File: src/rtl/codec_pkg.sv
package codec_pkg;
    localparam int WORD_W  = 32;
    localparam int UPPER_W = 16;
    localparam int IDX_W   = 4;
    localparam int LOW_W   = WORD_W - UPPER_W - IDX_W;
    localparam int CNT_W   = 32;

    typedef enum logic [1:0] {
        BEAT_IDLE   = 2'd0,
        BEAT_FULL   = 2'd1,
        BEAT_PACKED = 2'd2
    } beat_e;
endpackage

File: src/rtl/dict_store.sv
module dict_store #(
    parameter int IDX_W  = 4,
    parameter int DATA_W = 16
) (
    input  logic              clk,
    input  logic              rst_n,
    input  logic [IDX_W-1:0]  rd_idx,
    output logic [DATA_W-1:0] rd_data,
    output logic              rd_valid,
    input  logic              wr_en,
    input  logic [IDX_W-1:0]  wr_idx,
    input  logic [DATA_W-1:0] wr_data
);
    localparam int ENTRIES = 1 << IDX_W;

    logic [DATA_W-1:0]  mem [ENTRIES];
    logic [ENTRIES-1:0] vld;

    // valid bits carry the reset; payload does not need one
    always_ff @(posedge clk) begin
        if (!rst_n) begin
            vld <= '0;
        end else if (wr_en) begin
            vld[wr_idx] <= 1'b1;
        end
    end

    always_ff @(posedge clk) begin
        if (wr_en) begin
            mem[wr_idx] <= wr_data;
        end
    end

    assign rd_data  = mem[rd_idx];
    assign rd_valid = vld[rd_idx];

    // an entry read straight after reset is never valid
    a_r7_clear_on_reset: assert property (@(posedge clk)
        !rst_n |=> (vld == '0));
endmodule

File: src/rtl/dict_encoder.sv
module dict_encoder
    import codec_pkg::*;
#(
    parameter int UW = UPPER_W,
    parameter int IW = IDX_W,
    parameter int LW = LOW_W
) (
    input  logic             clk,
    input  logic             rst_n,
    input  logic             in_valid,
    input  logic [UW+IW+LW-1:0] in_word,
    output logic             link_valid,
    output logic             link_hit,
    output logic             link_upper_oe,
    output logic [UW-1:0]    link_upper,
    output logic [IW+LW-1:0] link_rest,
    output logic             ev_xfer,
    output logic             ev_hit
);
    localparam int RW = IW + LW;

    logic [UW-1:0] w_upper;
    logic [IW-1:0] w_idx;
    logic [UW-1:0] d_data;
    logic          d_valid;
    logic          lookup_hit;

    beat_e         beat_q, beat_d;
    logic [UW-1:0] upper_q;
    logic [RW-1:0] rest_q;

    assign w_upper = in_word[RW +: UW];
    assign w_idx   = in_word[LW +: IW];

    dict_store #(.IDX_W(IW), .DATA_W(UW)) u_dict (
        .clk      (clk),
        .rst_n    (rst_n),
        .rd_idx   (w_idx),
        .rd_data  (d_data),
        .rd_valid (d_valid),
        .wr_en    (in_valid && !lookup_hit),
        .wr_idx   (w_idx),
        .wr_data  (w_upper)
    );

    assign lookup_hit = in_valid && d_valid && (d_data == w_upper);
    assign ev_xfer    = in_valid;
    assign ev_hit     = lookup_hit;

    // next beat
    always_comb begin
        if (!in_valid) begin
            beat_d = BEAT_IDLE;
        end else if (lookup_hit) begin
            beat_d = BEAT_PACKED;
        end else begin
            beat_d = BEAT_FULL;
        end
    end

    // state register and line registers
    always_ff @(posedge clk) begin
        if (!rst_n) begin
            beat_q  <= BEAT_IDLE;
            upper_q <= '0;
            rest_q  <= '0;
        end else begin
            beat_q <= beat_d;
            if (in_valid) begin
                rest_q <= in_word[RW-1:0];
            end
            if (in_valid && !lookup_hit) begin
                upper_q <= w_upper;
            end
        end
    end

    // outputs from state
    always_comb begin
        link_valid    = 1'b0;
        link_hit      = 1'b0;
        link_upper_oe = 1'b0;
        unique case (beat_q)
            BEAT_IDLE: begin
                link_valid = 1'b0;
            end
            BEAT_FULL: begin
                link_valid    = 1'b1;
                link_upper_oe = 1'b1;
            end
            BEAT_PACKED: begin
                link_valid = 1'b1;
                link_hit   = 1'b1;
            end
            default: begin
                link_valid = 1'b0;
            end
        endcase
    end

    assign link_upper = upper_q;
    assign link_rest  = rest_q;

    a_r3_packed_released: assert property (@(posedge clk) disable iff (!rst_n)
        link_hit |-> (link_valid && !link_upper_oe));

    a_r5_lines_hold: assert property (@(posedge clk) disable iff (!rst_n)
        !link_upper_oe |-> $stable(link_upper));

    a_r9_idle_no_beat: assert property (@(posedge clk) disable iff (!rst_n)
        !in_valid |=> (!link_valid && !link_upper_oe));

    a_r2_miss_drives: assert property (@(posedge clk) disable iff (!rst_n)
        (in_valid && !lookup_hit) |=> (link_upper_oe && link_upper == $past(w_upper)));
endmodule

File: src/rtl/dict_decoder.sv
module dict_decoder
    import codec_pkg::*;
#(
    parameter int UW = UPPER_W,
    parameter int IW = IDX_W,
    parameter int LW = LOW_W
) (
    input  logic             clk,
    input  logic             rst_n,
    input  logic             link_valid,
    input  logic             link_hit,
    input  logic [UW-1:0]    link_upper,
    input  logic [IW+LW-1:0] link_rest,
    output logic             out_valid,
    output logic [UW+IW+LW-1:0] out_word
);
    localparam int RW = IW + LW;

    logic [IW-1:0] l_idx;
    logic [UW-1:0] d_data;
    logic          d_valid;
    logic [UW-1:0] upper_sel;

    assign l_idx = link_rest[LW +: IW];

    dict_store #(.IDX_W(IW), .DATA_W(UW)) u_dict (
        .clk      (clk),
        .rst_n    (rst_n),
        .rd_idx   (l_idx),
        .rd_data  (d_data),
        .rd_valid (d_valid),
        .wr_en    (link_valid && !link_hit),
        .wr_idx   (l_idx),
        .wr_data  (link_upper)
    );

    // upper lines are not looked at on a packed beat
    assign upper_sel = link_hit ? d_data : link_upper;

    always_ff @(posedge clk) begin
        if (!rst_n) begin
            out_valid <= 1'b0;
            out_word  <= '0;
        end else begin
            out_valid <= link_valid;
            if (link_valid) begin
                out_word <= {upper_sel, link_rest};
            end
        end
    end

    // decoder dictionary must be in step with encoder on a packed beat
    a_r4_dict_in_step: assert property (@(posedge clk) disable iff (!rst_n)
        (link_valid && link_hit) |-> d_valid);

    a_r6_one_cycle: assert property (@(posedge clk) disable iff (!rst_n)
        link_valid |=> out_valid);
endmodule

File: src/rtl/codec_stats.sv
module codec_stats #(
    parameter int CW = 32
) (
    input  logic          clk,
    input  logic          rst_n,
    input  logic          ev_xfer,
    input  logic          ev_hit,
    output logic [CW-1:0] hit_count,
    output logic [CW-1:0] xfer_count
);
    always_ff @(posedge clk) begin
        if (!rst_n) begin
            hit_count  <= '0;
            xfer_count <= '0;
        end else begin
            if (ev_xfer) xfer_count <= xfer_count + 1'b1;
            if (ev_hit)  hit_count  <= hit_count + 1'b1;
        end
    end

    a_r8_hits_bounded: assert property (@(posedge clk) disable iff (!rst_n)
        hit_count <= xfer_count);
endmodule

File: src/rtl/dict_bus_codec.sv
module dict_bus_codec
    import codec_pkg::*;
(
    input  logic                 clk,
    input  logic                 rst_n,
    input  logic                 in_valid,
    input  logic [WORD_W-1:0]    in_word,
    output logic                 link_valid,
    output logic                 link_hit,
    output logic                 link_upper_oe,
    output logic [UPPER_W-1:0]   link_upper,
    output logic [IDX_W+LOW_W-1:0] link_rest,
    output logic                 out_valid,
    output logic [WORD_W-1:0]    out_word,
    output logic [CNT_W-1:0]     hit_count,
    output logic [CNT_W-1:0]     xfer_count
);
    logic ev_xfer;
    logic ev_hit;

    dict_encoder #(.UW(UPPER_W), .IW(IDX_W), .LW(LOW_W)) u_enc (
        .clk           (clk),
        .rst_n         (rst_n),
        .in_valid      (in_valid),
        .in_word       (in_word),
        .link_valid    (link_valid),
        .link_hit      (link_hit),
        .link_upper_oe (link_upper_oe),
        .link_upper    (link_upper),
        .link_rest     (link_rest),
        .ev_xfer       (ev_xfer),
        .ev_hit        (ev_hit)
    );

    dict_decoder #(.UW(UPPER_W), .IW(IDX_W), .LW(LOW_W)) u_dec (
        .clk        (clk),
        .rst_n      (rst_n),
        .link_valid (link_valid),
        .link_hit   (link_hit),
        .link_upper (link_upper),
        .link_rest  (link_rest),
        .out_valid  (out_valid),
        .out_word   (out_word)
    );

    codec_stats #(.CW(CNT_W)) u_stats (
        .clk        (clk),
        .rst_n      (rst_n),
        .ev_xfer    (ev_xfer),
        .ev_hit     (ev_hit),
        .hit_count  (hit_count),
        .xfer_count (xfer_count)
    );
endmodule

File: config.mk
export PLATFORM = sky130hd
export DESIGN_NAME = dict_bus_codec
export DESIGN_NICKNAME = d
export VERILOG_FILES = /design/src/rtl/codec_pkg.sv /design/src/rtl/dict_store.sv /design/src/rtl/dict_encoder.sv /design/src/rtl/dict_decoder.sv /design/src/rtl/codec_stats.sv /design/src/rtl/dict_bus_codec.sv
export SDC_FILE = /design/constraint.sdc
export NUM_CORES = 1
export LEC_CHECK = 0
export ABC_AREA = 1
export BUFFER_PORTS_ARGS = -buffer_cell sky130_fd_sc_hd__buf_2
export CELL_PAD_IN_SITES_DETAIL_PLACEMENT = 1
export CELL_PAD_IN_SITES_GLOBAL_PLACEMENT = 1
export CORE_MARGIN = 3
export CORE_UTILIZATION = 35
export CTS_CLUSTER_SIZE = 14
export DETAILED_ROUTE_END_ITERATION = 10
export PLACE_DENSITY = 0.63
export SLEW_MARGIN = 20
export SYNTH_ARGS = -nofsm -noshare
export SYNTH_HDL_FRONTEND = slang
export SYNTH_SLANG_ARGS = --single-unit
File: constraint.sdc
create_clock -name clk -period 3.65 [get_ports clk]
set_input_delay 0.5475 -clock clk [delete_from_list [all_inputs] [get_ports clk]]
set_output_delay 0.5475 -clock clk [all_outputs]
set_load 0.05 [all_outputs]
==> qor.tcl <==
set qor(outcome) {finished, final reports clean}
set qor(syn_nets) 2648
set qor(p_clk_share_pct) 42.8
set qor(clkSlewWorstSetupHoldPaths_ns) 0.06
set qor(seqCellArea_mm2) 0.0183
set qor(gr-usage-all-layers_pct) 21.4
set qor(vias) 20300
set qor(ctsResizeCount) 0
set qor(drt.antenna.violating_nets) 0
set qor(drt_iter0_drc) 1468
set qor(r2r_slack_ns) 0.99
set qor(power.static_leakage_nw) 12.2
set qor(critical_path_peak_fanout) 37
set qor(die_area_mm2) 0.0811
set qor(port_buffers) 166
set qor(worst_setup_sp_type) {primary input}
set qor(power.density_mw_per_mm2) 524
set qor(drt_drc_violations_left) 0
set qor(hold_viol_final) 0
set qor(post-dp-hpwl_um) 59700
set qor(yosys_register_bits) 659
set qor(clkLatencyLatePin_ns) 0.62
set qor(critPathLaunch) {in_word[14]}
set qor(fin_skew_ns) 0.0286
set qor(final.min_clock_period_ns) 3.04
set qor(slew_headroom_pct) 31.5
set qor(routed_wl_um) 87800
set qor(placement.cell_area_mm2) 0.0299
set qor(cts_inserted_buffers) 73
set qor(cts_root_buf) {sky130_fd_sc_hd__clkbuf_16}
set qor(core_area_mm2) 0.0765
set qor(clock_path_buffers) 3
set qor(total_area_of_multi_input_combinational_cells_mm2) 0.00784
set qor(worstMarginPinSlew_ns) 1.02
set qor(whs_path_depth) 3
set qor(drt_pre_antenna_iters) 7
set qor(net_switching_fraction_of_the_power_pct) 24.3
set qor(criticalPathCategory) {primary input to flip-flop}
set qor(r2r.worst_path.cells) 12
set qor(crit-reg2reg-launch) {u_stats.hit_count[0]$_SDFFE_PN0P_}
set qor(critical_path.slowest_cell) {sky130_fd_sc_hd__clkinv_1}
set qor(design.final.nets) 2863
set qor(tritoncts_num_sinks) 659
set qor(setup_viol) 0
set qor(place.gp.congestion) 0.916
set qor(grt-ovfl-total) 0
set qor(ir_worst_vdd_mv) 0.342
set qor(critPathMaxStageDelay_ns) 0.44
set qor(holdBufCountCts) 0
set qor(seq_pwr_share_pct) 49.2
set qor(number_of_antenna_cells_inserted) 0
set qor(net_switching_mw) 4.10
set qor(worst_ep_required_time_ns) 4.19
set qor(avgSynthCellArea_um2) 10.4
set qor(yosys_warnings) 0
set qor(fill_cells) 8447
set qor(termination_of_the_worst_setup_path) {u_enc.link_upper[12]$_SDFFE_PN0P_}
set qor(cpMostUsedCell) {sky130_fd_sc_hd__nand2_1}
set qor(final_cell_area_mm2) 0.0322
set qor(power_frac_comb_pct) 8.0
set qor(avgRoutedWirePerCell_um) 22.5
set qor(grt_antenna_before_repair) 3
set qor(rsz0062_at_grt) {no}
set qor(slew_viol_final) 0
set qor(grt_pass1_wl_um) 133000
set qor(dp_cells) 3779
set qor(area_delta_synth_final_pct) 18.4
set qor(hold_class) {primary input to flip-flop}
set qor(setup.worst_path.end_class) {flip-flop}
set qor(die_w_um) 285
set qor(netlist_area_mm2) 0.0272
set qor(max-cap-violations) 0
set qor(part_of_the_yosys_area_used_for_sequential_elements_pct) 67.4
set qor(detail_route.vias_per_cell) 5.21
set qor(post_route_cells_drive_above_1_share_pct) 14.6
set qor(initial_core_util_pct) 35.6
set qor(fmax_mhz) 328
set qor(crit_chain) {buf_2, inv_1, nand2_1, clkinv_1, buf_4, nand2_1, nand2_1, o21ai_1, nand2_1, nor2_1, nand2_1, nor2_2, nand3_4, buf_4, nand3_1, nand2_1, nor2_1}
set qor(final_min_period_over_clock_period_pct) 83.4
set qor(r2r_end) {u_stats.hit_count[24]$_SDFFE_PN0P_}
set qor(die_height_um) 285
set qor(cts_tree) {yes}
set qor(yosysUniqueCellTypes) 33
set qor(finalNonFillerCells) 3907
set qor(syn_inst) 2609
set qor(via_count_of_the_first_global_routing_pass) 21300
set qor(std_cell_rows) 101
set qor(internal_power_mw) 12.8
set qor(cp.arrival_ns) 3.59
set qor(ctsHtreeMaxLevel) 3
set qor(grt_start_max_net_pins) 88
set qor(postCtsSetupBuffers) 0
set qor(ios) 167
==> cells in the final DEF (no fill, tap or decap), types with 75 or more instances in the layout <==
cell type and n:
sky130_fd_sc_hd__edfxtp_1 512, sky130_fd_sc_hd__clkbuf_16 75, sky130_fd_sc_hd__nand2_1 815, sky130_fd_sc_hd__buf_4 96, sky130_fd_sc_hd__nor2_1 171, sky130_fd_sc_hd__nand3_1 258, sky130_fd_sc_hd__dfxtp_1 145, sky130_fd_sc_hd__a21oi_1 89
sky130_fd_sc_hd__buf_2 165, sky130_fd_sc_hd__inv_1 103
==> state kept, by name, summed over array words and instances, names as in the netlist <==
name and flops:
u_dec.out_valid 1, u_dec.out_word 32, u_stats.xfer_count 32, u_enc.link_rest 16, u_enc.link_upper 16, u_enc.beat_q 2, u_enc.u_dict.mem 256, u_enc.u_dict.vld 16
u_dec.u_dict.mem 256, u_stats.hit_count 32
==> how the worst min path moves through the flow <==
stage,start,to,slack [ns]
floorplan,u_enc.u_dict.vld[11]$_SDFFE_PN0P_,u_enc.u_dict.vld[11]$_SDFFE_PN0P_,0.43
global placement,u_enc.u_dict.vld[1]$_SDFFE_PN0P_,u_enc.u_dict.vld[1]$_SDFFE_PN0P_,0.44
detailed placement,u_enc.u_dict.vld[9]$_SDFFE_PN0P_,u_enc.u_dict.vld[9]$_SDFFE_PN0P_,0.45
CTS,in_word[10],u_enc.link_rest[10]$_SDFFE_PN0P_,0.12
global route,in_word[10],u_enc.link_rest[10]$_SDFFE_PN0P_,0.14
finish,in_word[10],u_enc.link_rest[10]$_SDFFE_PN0P_,0.16
==> routing by layer <==
metal / GRT usage, % / vias up / part of all wire, % / routed length, µm
li1: - / 9492 / - / -
met1: 26.7 / 10200 / 42 / 36700
met2: 37.5 / 483 / 50 / 44100
met3: 3.45 / 153 / 4.4 / 3830
met4: 7.61 / 0 / 3.7 / 3220
met5: 0 / - / 0 / 0
==> area by class of cell <==
type | count | share of cell area (%)
Clock buffer | 89 | 6.03
Multi-Input combinational cell | 1695 | 24.3
Clock inverter | 39 | 1.17
Inverter | 110 | 1.28
Timing Repair Buffer | 285 | 6.29
Sequential cell | 659 | 56.9
Tap cell | 1030 | 4.00
==> kinds of logic after synthesis <==
kind of cell	after synthesis	share of synthesized area [%]
AO/OA/AOI/OAI	297	6.55
XOR/XNOR	31	0.998
adder cells (fa/ha/maj)	4	0.184
buffers and inverters	255	3.92
flip-flops	659	67.4
AND/OR/NAND/NOR	1363	21.0
==> critical path, delay by kind of cell <==
| family | cells | cell delay, ns |
|---|---|---|
| simple gates | 11 | 1.52 |
| buf+inv | 5 | 1.37 |
| compound gates | 1 | 0.11 |
==> power groups by stage <==
stage / clock network [mW] / logic (mW) / registers, mW
final: 7.23 / 1.34 / 8.31
after global routing: 7.70 / 1.46 / 8.32
after CTS: 7.38 / 1.36 / 8.31
after detailed placement: 0 / 1.35 / 8.47
after global placement: 0 / 1.33 / 8.46
after floorplan: 0 / 0.612 / 8.62
==> per-stage QoR <==
step	power, mW	util (%)	setup TNS, ns	hold slack, ns	setup WS [ns]
2_1_floorplan	9.23	-	0	0.430	0.862
3_3_place_gp	9.79	39.1	0	0.442	0.0533
3_5_place_dp	9.82	39.1	-0.00895	0.447	-0.00895
4_1_cts	17.0	42.1	0	0.123	0.625
5_1_grt	17.5	42.1	0	0.144	0.382
6_report	16.9	42.1	0	0.161	0.605
==> cells in the mapped netlist (all sizes together) <==
cell type	n	area share (%)
nor2	181	2.5
nand3	259	4.8
ha	4	0.18
a221oi	2	0.064
nor4	9	0.21
a31oi	50	1.2
a21oi	89	1.6
or2	16	0.37
xor2	23	0.74
a22oi	64	1.8
edfxtp	512	57
o41ai	16	0.52
o21a	2	0.055
nor3	26	0.50
dfxtp	147	11
xnor2	8	0.26
o21ai	74	1.4
clkbuf	79	1.1
inv	106	1.5
buf	66	1.3
nand2	815	11
nand4	50	1.2
nor3b	2	0.055
clkinv	4	0.055
and3	5	0.12
Power figures use the tool's default switching activity.
